## src/rtl/irq_dispatch_pkg.sv

```systemverilog
package irq_dispatch_pkg;
  parameter int NPIN = 8;
  parameter int VEC_W = 8;
  parameter int DEST_W = 8;
  parameter int MODE_W = 3;
  localparam int PIN_W = (NPIN > 1) ? $clog2(NPIN) : 1;

  // Last field sits in the least significant bits.
  typedef struct packed {
    logic [DEST_W-1:0] dest;
    logic              mask;
    logic              level;
    logic              activeLow;
    logic              logical;
    logic [MODE_W-1:0] mode;
    logic [VEC_W-1:0]  vector;
  } entry_t;

  localparam int ENTRY_W = $bits(entry_t);

  // Strobes from control to the state-holding datapath.
  typedef struct packed {
    logic [NPIN-1:0]  effLvl;
    logic [NPIN-1:0]  setSvc;
    logic [NPIN-1:0]  clrSvc;
    logic [NPIN-1:0]  setRirr;
    logic [NPIN-1:0]  clrRirr;
    logic [NPIN-1:0]  sent;
    logic [NPIN-1:0]  coal;
    logic             wrEn;
    logic [PIN_W-1:0] wrPin;
    entry_t           wrData;
  } strobe_t;
endpackage

```

## src/rtl/irq_dispatch_store.sv

```systemverilog
module irq_dispatch_store
  import irq_dispatch_pkg::*;
(
  input  logic            clk,
  input  logic            rstN,
  input  strobe_t         stb,
  output entry_t          tableQ [NPIN],
  output logic [NPIN-1:0] pendQ,
  output logic [NPIN-1:0] rirrQ,
  output logic [NPIN-1:0] svcQ,
  output logic [NPIN-1:0] sentQ,
  output logic [NPIN-1:0] coalQ
);
  localparam entry_t RST_ENTRY = '{dest: '0, mask: 1'b1, level: 1'b0,
                                   activeLow: 1'b0, logical: 1'b0,
                                   mode: '0, vector: '0};

  always_ff @(posedge clk or negedge rstN) begin
    if (!rstN) begin
      for (int i = 0; i < NPIN; i++) tableQ[i] <= RST_ENTRY;
      pendQ <= '0;
      rirrQ <= '0;
      svcQ  <= '0;
      sentQ <= '0;
      coalQ <= '0;
    end else begin
      for (int i = 0; i < NPIN; i++) begin
        if (stb.wrEn && (stb.wrPin == PIN_W'(i))) tableQ[i] <= stb.wrData;
        // acceptance wins over clearing; control never sets on a written pin
        if (stb.setRirr[i])      rirrQ[i] <= 1'b1;
        else if (stb.clrRirr[i]) rirrQ[i] <= 1'b0;
      end
      pendQ <= stb.effLvl;
      svcQ  <= (svcQ & ~stb.clrSvc) | stb.setSvc;
      sentQ <= stb.sent;
      coalQ <= stb.coal;
    end
  end
endmodule

```

## src/rtl/irq_dispatch_ctrl.sv

```systemverilog
module irq_dispatch_ctrl
  import irq_dispatch_pkg::*;
#(
  parameter logic [DEST_W-1:0] BOOT_ID = '0
) (
  input  entry_t            tableQ [NPIN],
  input  logic [NPIN-1:0]   pendQ,
  input  logic [NPIN-1:0]   rirrQ,
  input  logic [NPIN-1:0]   svcQ,
  input  logic [NPIN-1:0]   pinIn,
  input  logic              cfgWe,
  input  logic [PIN_W-1:0]  cfgPin,
  input  entry_t            cfgEntry,
  input  logic              eoiValid,
  input  logic [VEC_W-1:0]  eoiVector,
  input  logic              eoiLevel,
  input  logic              dlvReady,
  output strobe_t           stb,
  output logic              dlvValid,
  output logic [PIN_W-1:0]  dlvPin,
  output logic [VEC_W-1:0]  dlvVector,
  output logic [DEST_W-1:0] dlvDest,
  output logic              dlvDestLogical,
  output logic [MODE_W-1:0] dlvMode,
  output logic              dlvLevel
);
  logic [NPIN-1:0] effLvl, wrHit, eoiHit, rirrSeen, rise, trig;
  logic [NPIN-1:0] eligible, levelVec, maskVec, grantVec;
  logic [PIN_W-1:0] pick;
  logic found;
  entry_t sel;

  genvar g;
  for (g = 0; g < NPIN; g++) begin : gPin
    assign maskVec[g]  = tableQ[g].mask;
    assign levelVec[g] = tableQ[g].level;
    assign effLvl[g]   = pinIn[g] ^ tableQ[g].activeLow;
    assign wrHit[g]    = cfgWe && (cfgPin == PIN_W'(g));
    assign eoiHit[g]   = eoiValid && eoiLevel && (tableQ[g].vector == eoiVector);
    // the EOI (and a rewrite) is applied before this cycle's assertion
    assign rirrSeen[g] = rirrQ[g] && !eoiHit[g] && !wrHit[g];
    assign rise[g]     = effLvl[g] && !pendQ[g];
    assign trig[g]     = !maskVec[g] && !svcQ[g] &&
                         (levelVec[g] ? (effLvl[g] && !rirrSeen[g]) : rise[g]);
    assign eligible[g] = svcQ[g] && !maskVec[g];
  end

  // fixed priority: lowest pin first
  always_comb begin
    pick  = '0;
    found = 1'b0;
    for (int i = 0; i < NPIN; i++) begin
      if (eligible[i] && !found) begin
        pick  = PIN_W'(i);
        found = 1'b1;
      end
    end
  end

  assign dlvValid = found;

  always_comb begin
    grantVec = '0;
    if (dlvValid && dlvReady) grantVec[pick] = 1'b1;
  end

  always_comb begin
    stb         = '0;
    stb.effLvl  = effLvl;
    stb.setSvc  = trig;
    stb.clrSvc  = grantVec;
    stb.setRirr = grantVec & levelVec & ~wrHit;
    stb.clrRirr = eoiHit | wrHit;
    stb.sent    = rise & trig;
    stb.coal    = rise & ~trig & ~maskVec;
    stb.wrEn    = cfgWe;
    stb.wrPin   = cfgPin;
    stb.wrData  = cfgEntry;
  end

  always_comb begin
    sel            = tableQ[pick];
    dlvPin         = pick;
    dlvVector      = sel.vector;
    dlvMode        = sel.mode;
    dlvLevel       = sel.level;
    dlvDest        = sel.dest;
    dlvDestLogical = sel.logical;
    if (pick == '0) begin
      dlvDest        = BOOT_ID;
      dlvDestLogical = 1'b0;
    end
  end
endmodule

```

## src/rtl/irq_dispatch.sv

```systemverilog
module irq_dispatch
  import irq_dispatch_pkg::*;
#(
  parameter logic [DEST_W-1:0] BOOT_ID = '0
) (
  input  logic               clk,
  input  logic               rstN,
  input  logic [NPIN-1:0]    pinIn,
  input  logic               cfgWe,
  input  logic [PIN_W-1:0]   cfgPin,
  input  logic [ENTRY_W-1:0] cfgEntry,
  input  logic               eoiValid,
  input  logic [VEC_W-1:0]   eoiVector,
  input  logic               eoiLevel,
  output logic               dlvValid,
  input  logic               dlvReady,
  output logic [PIN_W-1:0]   dlvPin,
  output logic [VEC_W-1:0]   dlvVector,
  output logic [DEST_W-1:0]  dlvDest,
  output logic               dlvDestLogical,
  output logic [MODE_W-1:0]  dlvMode,
  output logic               dlvLevel,
  output logic [NPIN-1:0]    sentPulse,
  output logic [NPIN-1:0]    coalPulse
);
  strobe_t         stb;
  entry_t          tableQ [NPIN];
  logic [NPIN-1:0] pendQ, rirrQ, svcQ;

  irq_dispatch_store uStore (
    .clk   (clk),
    .rstN  (rstN),
    .stb   (stb),
    .tableQ(tableQ),
    .pendQ (pendQ),
    .rirrQ (rirrQ),
    .svcQ  (svcQ),
    .sentQ (sentPulse),
    .coalQ (coalPulse)
  );

  irq_dispatch_ctrl #(.BOOT_ID(BOOT_ID)) uCtrl (
    .tableQ        (tableQ),
    .pendQ         (pendQ),
    .rirrQ         (rirrQ),
    .svcQ          (svcQ),
    .pinIn         (pinIn),
    .cfgWe         (cfgWe),
    .cfgPin        (cfgPin),
    .cfgEntry      (entry_t'(cfgEntry)),
    .eoiValid      (eoiValid),
    .eoiVector     (eoiVector),
    .eoiLevel      (eoiLevel),
    .dlvReady      (dlvReady),
    .stb           (stb),
    .dlvValid      (dlvValid),
    .dlvPin        (dlvPin),
    .dlvVector     (dlvVector),
    .dlvDest       (dlvDest),
    .dlvDestLogical(dlvDestLogical),
    .dlvMode       (dlvMode),
    .dlvLevel      (dlvLevel)
  );
endmodule

```

## config.mk

```make
export PLATFORM = sky130hd
export DESIGN_NAME = irq_dispatch
export DESIGN_NICKNAME = d
export VERILOG_FILES = /design/src/rtl/irq_dispatch_pkg.sv /design/src/rtl/irq_dispatch_store.sv /design/src/rtl/irq_dispatch_ctrl.sv /design/src/rtl/irq_dispatch.sv
export SDC_FILE = /design/constraint.sdc
export NUM_CORES = 1
export LEC_CHECK = 0
export BUFFER_PORTS_ARGS = -buffer_cell sky130_fd_sc_hd__buf_4
export CAP_MARGIN = 20
export CORE_UTILIZATION = 30
export CTS_CLUSTER_DIAMETER = 150
export DETAILED_ROUTE_END_ITERATION = 10
export GPL_TIMING_DRIVEN = 0
export PLACE_DENSITY = 0.49
export SETUP_SLACK_MARGIN = 0.02
export SLEW_MARGIN = 10
export SYNTH_ARGS = -nofsm -noshare
export SYNTH_HDL_FRONTEND = slang
export SYNTH_SLANG_ARGS = --single-unit
```

## constraint.sdc

```tcl
create_clock -name clk -period 2.2 [get_ports clk]
set_input_delay 0.11 -clock clk [delete_from_list [all_inputs] [get_ports clk]]
set_output_delay 0.11 -clock clk [all_outputs]
set_load 0.01 [all_outputs]
```

# Yosys cells after proc, flatten, opt, wreduce, memory -nomap -nowiden
# Cells that the tools add are included.
# W data, S select, Z words.
[word_totals] reg_bits=224 inputBits=48 output_inout_bits=41 elab_cells=301
[op_classes] order_cmp=3 n_eq_ne=15 n_mux=47 bitwise_logic=21 n_reduce_logical=147
[ops] operator="$logic_and A1 B1 Y1" count=82
[ops] operator="$bmux W23 S3" count=1
[ops] operator="$eq A8 B8 Y1" count=8
[ops] operator="$logic_not A1 Y1" count=55
[ops] operator="$and A8 B8 Y8" count=6
[ops] operator="$mux W23" count=2
[ops] operator="$mux W1" count=35
[ops] operator="$not A8 Y8" count=4
[ops] operator="$mux W3" count=6
[ops] operator="$mux W8" count=2
[ops] operator="$or A8 B8 Y8" count=2
[ops] operator="$reduce_bool A2 Y1" count=8
[ops] operator="$eq A3 B3 Y1 const B" count=4
[ops] operator="$xor A1 B1 Y1" count=8
[ops] operator="$eq A3 B2 Y1 const B" count=2
[ops] operator="$logic_not A3 Y1" count=2
[ops] operator="$ge A4 B4 Y1 const B" count=1
[ops] operator="$lt A3 B4 Y1 const B" count=1
[ops] operator="$not A3 Y4" count=1
[ops] operator="$demux W1 S3" count=1
[ops] operator="$eq A3 B1 Y1 const B" count=1
[ops] operator="$ge A3 B1 Y1 const B" count=1

# Depth between registers and ports, before layout
[depth] ltp_word=32 mapped_depth=9 depth_no_buf=7

# Hierarchy
# From an unflattened synthesis, not the netlist that was laid out.
[hier_totals] cells_unflattened=925 hier_area_um2=11237.0
[modules_own_cells] mod="irq_dispatch_store" n_inst=1 cells_each=467 area_per_inst_um2=8086.5 seq_area_each_um2=5615.4
[modules_own_cells] mod="irq_dispatch_ctrl" n_inst=1 cells_each=458 area_per_inst_um2=3150.5 seq_area_each_um2=0.0

# Worst setup path before layout
# OpenSTA, ideal clock, no wires.
[synth_path] path_type="register -> output" from="reg, netlist name uStore.tableQ[129]" to="out dlvDest[1]" t_arrival_ps=2125 required_ps=2090 path_slack_ps=-35 stages_incl_launch_ff=10 path_buffers=2 path_cell_list="dfstp_2 -> nand2b_4 -> nand4_2 -> or3_1 -> and2_1 -> buf_6 -> inv_6 -> buf_4 -> a21oi_1 -> o32ai_1"
[synth_via] elab_chain_len=24 word_cells_on_any_way=30 cone_classes="mux: 15; bitwise: 1; reduce/logical: 14"
[synth_lines] element="$logic_not A1 Y1 *" line="irq_dispatch_ctrl.sv:45" text="assign eligible[g] = svcQ[g] && !maskVec[g];"
[synth_lines] element="$logic_and A1 B1 Y1 *" line="irq_dispatch_ctrl.sv:45"
[synth_lines] element="$logic_and A1 B1 Y1 *" line="irq_dispatch_ctrl.sv:53" text="if (eligible[i] && !found) begin"
[synth_lines] element="$mux W1" line="irq_dispatch_ctrl.sv:53"
[synth_lines] element="$logic_not A1 Y1" line="irq_dispatch_ctrl.sv:53"
[synth_lines] element="$logic_and A1 B1 Y1" line="irq_dispatch_ctrl.sv:53"
[synth_lines] element="$mux W1" line="irq_dispatch_ctrl.sv:53"
[synth_lines] element="$logic_not A1 Y1" line="irq_dispatch_ctrl.sv:53"
[synth_lines] element="[7 not listed]"
[synth_lines] element="$mux W1" line="irq_dispatch_ctrl.sv:53"
[synth_lines] element="$logic_not A1 Y1" line="irq_dispatch_ctrl.sv:53"
[synth_lines] element="$logic_and A1 B1 Y1" line="irq_dispatch_ctrl.sv:53"
[synth_lines] element="$mux W3 *" line="irq_dispatch_ctrl.sv:53"
[synth_lines] element="$not A3 Y4 (implied by the code)" line="irq_dispatch_ctrl.sv:82" text="sel = tableQ[pick];"
[synth_lines] element="$bmux W23 S3" line="irq_dispatch_ctrl.sv:82"
[synth_lines] element="$mux W23 (implied by the code) (2 in a row)" line="irq_dispatch_ctrl.sv:82"
[synth_lines] element="$mux W8 *" line="irq_dispatch_ctrl.sv:89" text="if (pick == '0) begin"
[synth_lines] element="to (decl)" line="irq_dispatch.sv:19" text="output logic [DEST_W-1:0] dlvDest,"
# Mark *: on every way between the ends. The rest lies on a longest branch, timed or not. The select of a mux whose other input is x is not followed.

# Worst setup path after layout
[layout_path] from="reg, netlist name uStore.tableQ[60]" to="out dlvDestLogical"
[layout_via] elab_chain_len=15 word_cells_on_any_way=18 cone_classes="mux: 9; bitwise: 1; reduce/logical: 8"
[layout_lines] element="$logic_not A1 Y1 *" line="irq_dispatch_ctrl.sv:45"
[layout_lines] element="$logic_and A1 B1 Y1 *" line="irq_dispatch_ctrl.sv:45"
[layout_lines] element="$logic_and A1 B1 Y1 *" line="irq_dispatch_ctrl.sv:53"
[layout_lines] element="$mux W1" line="irq_dispatch_ctrl.sv:53"
[layout_lines] element="$logic_not A1 Y1" line="irq_dispatch_ctrl.sv:53"
[layout_lines] element="$logic_and A1 B1 Y1" line="irq_dispatch_ctrl.sv:53"
[layout_lines] element="$mux W1" line="irq_dispatch_ctrl.sv:53"
[layout_lines] element="$logic_not A1 Y1" line="irq_dispatch_ctrl.sv:53"
[layout_lines] element="$logic_and A1 B1 Y1" line="irq_dispatch_ctrl.sv:53"
[layout_lines] element="$mux W3 *" line="irq_dispatch_ctrl.sv:53"
[layout_lines] element="$not A3 Y4 (implied by the code)" line="irq_dispatch_ctrl.sv:82"
[layout_lines] element="$bmux W23 S3" line="irq_dispatch_ctrl.sv:82"
[layout_lines] element="$mux W23 (implied by the code) (2 in a row)" line="irq_dispatch_ctrl.sv:82"
[layout_lines] element="$mux W1 *" line="irq_dispatch_ctrl.sv:89"
[layout_lines] element="to (decl)" line="irq_dispatch.sv:20" text="output logic dlvDestLogical,"
# Marked as above.

==> impl_metrics.toml <==
[outcome]
violations = "setup timing"
outcome = "finished with violations"

[grt]
grt_usage_pct = 19.41
grt_pass1_wl_um = 51830
antenna_found_initial = 1
grt-ovfl-total = 0
grt_pass1_vias = 7916
grt_max_degree = 91

[timing]
timing.final.crit_share_pct = 129.9
slew_violations = 0
setup_slack_ns = -0.6575
rsz0062_at_grt = "yes"
finalHoldViolations = 0
min_period_ns = 2.857
hold-worst-slack_ns = 0.04160
finalSetupViolCount = 30
fin_tns_setup_ns = -14.45
timing.fmax_mhz = 350.0
skew_ns = 0.01666
relSlewSlack_pct = 31.48
worst_slew_pin_slew_ns = 1.028

[finish]
syn_to_final_growth_pct = 33.52
drive_gt1_share_pct = 45.45
finalNetCount = 1049
most-common-layout-cells = "dfrtp_1, mux2_2, buf_4"
fill_cells = 3227
final_common_cell = "dfrtp_1"
seq_area_um2 = 5391
multiInputGateArea_um2 = 5288
n_antenna_cell = 0

[power]
pwr-share-comb_pct = 46.1
peakVddDrop_mv = 0.6943
p_sw_uw = 6988
p_sw_share_pct = 37.34
p_leak_uw = 0.005821
internal_power_uw = 11730
pwr-share-clk_pct = 23.8
pwr-share-seq_pct = 30.1
power.density_nw_per_um2 = 1351

[place]
hpwl_um = 22550
globalplace.congestion = 0.8193
dp_slack_ns = -1.068
port_buffers = 78

[setup_path]
required_ns = 2.09
slowest_stage = "dfstp_2"
path_cells = "nand2b_4 > nand4_4 > or3_4 > and2_4 > inv_12 > buf_12 > buf_12 > mux2i_2 > a211oi_2 > buf_4"
cp_num_buf_inv = 4
start_kind = "flop"
reg2reg_slack_ns = -0.11
crit_path_frequent_cell = "buf_12"
cp_top_family = "simple AND/OR/NAND/NOR gates"
critPathMaxStageDelay_ns = 0.56
end_kind = "output pin"
critPathKind = "reg2out"
path_depth = 10
cp.arrival_ns = 2.75
path_max_fanout = 7
r2r.worst_path.cells = 8

[logic_synthesis]
ys_ff_latch = 215
syn_area_um2 = 10370
synth_cell_types = 54
postSynth.asyncResetShare_pct = 100.0
syn_nets = 873
avgSynthCellArea_um2 = 12.57
yosys_warnings = 0
synthFlopType = "dfrtp_1"
seq_area_frac_synth_pct = 51.97
synth-edff-count = 0
syn-instance-count = 825

[cts]
cts_buffer_depth = 3
ctsRootBufferMaster = "clkbuf_16"
htreeDepth = 1
cts_tree = "done"
cts_num_sinks = 215
cts-buffers-inserted = 26
clock_latency_ns = 0.54
cts.reportedPaths.clkPinSlew_ns = 0.06

[detailed_routing]
dr.pass1.iters = 5
viasPerCell = 5.259
via_count = 7725
drtIter0Drc = 438
wl_um = 34250
routedWlPerCell_um = 23.32
route.detailed.drc = 0
ant_nets = 0

[floorplan]
die_height_um = 187.9
die-area_um2 = 35320
core.rowCount = 67
die_width_um = 187.9
initial_core_util_pct = 30.70
coreArea_um2 = 33780
ios = 89

[worst_hold_path]
holdPathStages = 4
hold_class = "in2reg"

[flow_run]
max_cap_viol_count = 0
-- state kept, by name, indices dropped and copies added, names as in the netlist --
| name | cells |
|---|---|
| uStore.rirrQ | 8 |
| uStore.coalQ | 8 |
| uStore.tableQ | 175 |
| uStore.svcQ | 8 |
| uStore.sentQ | 8 |
| uStore.pendQ | 8 |
-- synthesized netlist by cell type (2+ instances only) --
master / instances / share of area, %
or3_1: 2 / 0.12
a211oi_1: 4 / 0.29
inv_1: 9 / 0.33
buf_2: 18 / 0.87
or4_1: 6 / 0.43
buf_1: 4 / 0.14
nand2b_1: 6 / 0.36
o21ai_0: 4 / 0.19
a32o_1: 13 / 1.3
a221oi_1: 25 / 2.1
clkbuf_1: 29 / 1.0
o21bai_1: 2 / 0.14
nand2_1: 23 / 0.83
nand4_1: 9 / 0.54
dfstp_2: 8 / 2.0
o32ai_1: 4 / 0.34
and3_1: 5 / 0.30
dfrtp_1: 207 / 50
nor2_1: 9 / 0.33
o22ai_1: 16 / 0.97
o221ai_1: 4 / 0.34
and2_1: 5 / 0.30
nor4_1: 16 / 0.97
mux2i_1: 20 / 1.9
a41o_1: 6 / 0.58
buf_6: 2 / 0.22
nor3_1: 5 / 0.24
a211o_1: 4 / 0.34
o311a_1: 4 / 0.39
mux2_2: 175 / 19
a21oi_1: 31 / 1.5
a21o_1: 7 / 0.51
nor3b_1: 10 / 0.72
o31ai_1: 2 / 0.14
nand3_1: 12 / 0.58
xor2_1: 29 / 2.4
xnor2_1: 43 / 3.6
nor2b_1: 16 / 0.97
a22o_1: 16 / 1.4
-- through the flow --
stage	utilization, %	instance area [um2]	std cells	total power [uW]
after floorplan	-	10410	825	9461
after global placement	34.20	11550	1351	12160
after detailed placement	34.41	11620	1354	12240
after CTS	40.07	13540	1463	18170
after global routing	40.99	13850	1469	19600
final	40.99	13850	1469	18720
-- cell type report --
cell class / count / area share, %
flip-flops and latches: 215 / 38.93
multi-input cells: 546 / 38.18
clock inverters: 6 / 0.6234
well taps: 448 / 4.047
repair buffers: 149 / 9.359
clock buffers: 42 / 5.863
inverters: 10 / 0.3614
plain buffers: 53 / 2.638
-- kinds of logic after synthesis --
logic type                after synthesis  share of synthesized area [%]
buffers and inverters                  64                          2.762
xor gates and xnor gates               72                          6.080
DFF                                   215                          51.97
AOI/OAI and AO/OA                     149                          11.03
muxes                                 195                          20.93
and+or+nand+nor                       130                          7.238
-- per-layer routing --
layer  up-vias  GRT usage [%]  part of all wire (%)
li1       3445              -                     -
met1      4032          27.42                    47
met2       195          31.11                    47
met3        51          2.508                   4.2
met4         2          5.347                   2.3
met5         -              0                 0.029
-- power groups by stage --
stage / logic, uW / registers, uW / clock network, uW
final: 8620 / 5640 / 4460
after global routing: 9120 / 5750 / 4730
after CTS: 8010 / 5590 / 4560
after detailed placement: 6600 / 5640 / 0
after global placement: 6550 / 5610 / 0
after floorplan: 4010 / 5460 / 0
-- repair_timing --
item	in CTS	in global routing
hold endpoints to repair	332	0
buffers inserted	27	7
hold buffers	33	0
endpoints found under the setup margin	42	41
gates cloned	1	1
pin swaps	23	16
resized for setup	107	59
-- final timing paths --
check                                    from                end
max reg2reg                uStore.tableQ[152]     uStore.svcQ[3]
min in group asynchronous                rstN  uStore.tableQ[50]
max                         uStore.tableQ[60]     dlvDestLogical
min                                 cfgPin[0]    uStore.rirrQ[4]
max in group asynchronous                rstN  uStore.tableQ[14]
min reg2reg                   uStore.pendQ[1]    uStore.sentQ[1]
-- worst min-delay path, cell delays in order --
cell     delay [ns]
buf_4          0.11
nor2b_1        0.06
nand2_1        0.08
a41o_1         0.16
Power figures use the tool's default switching activity.
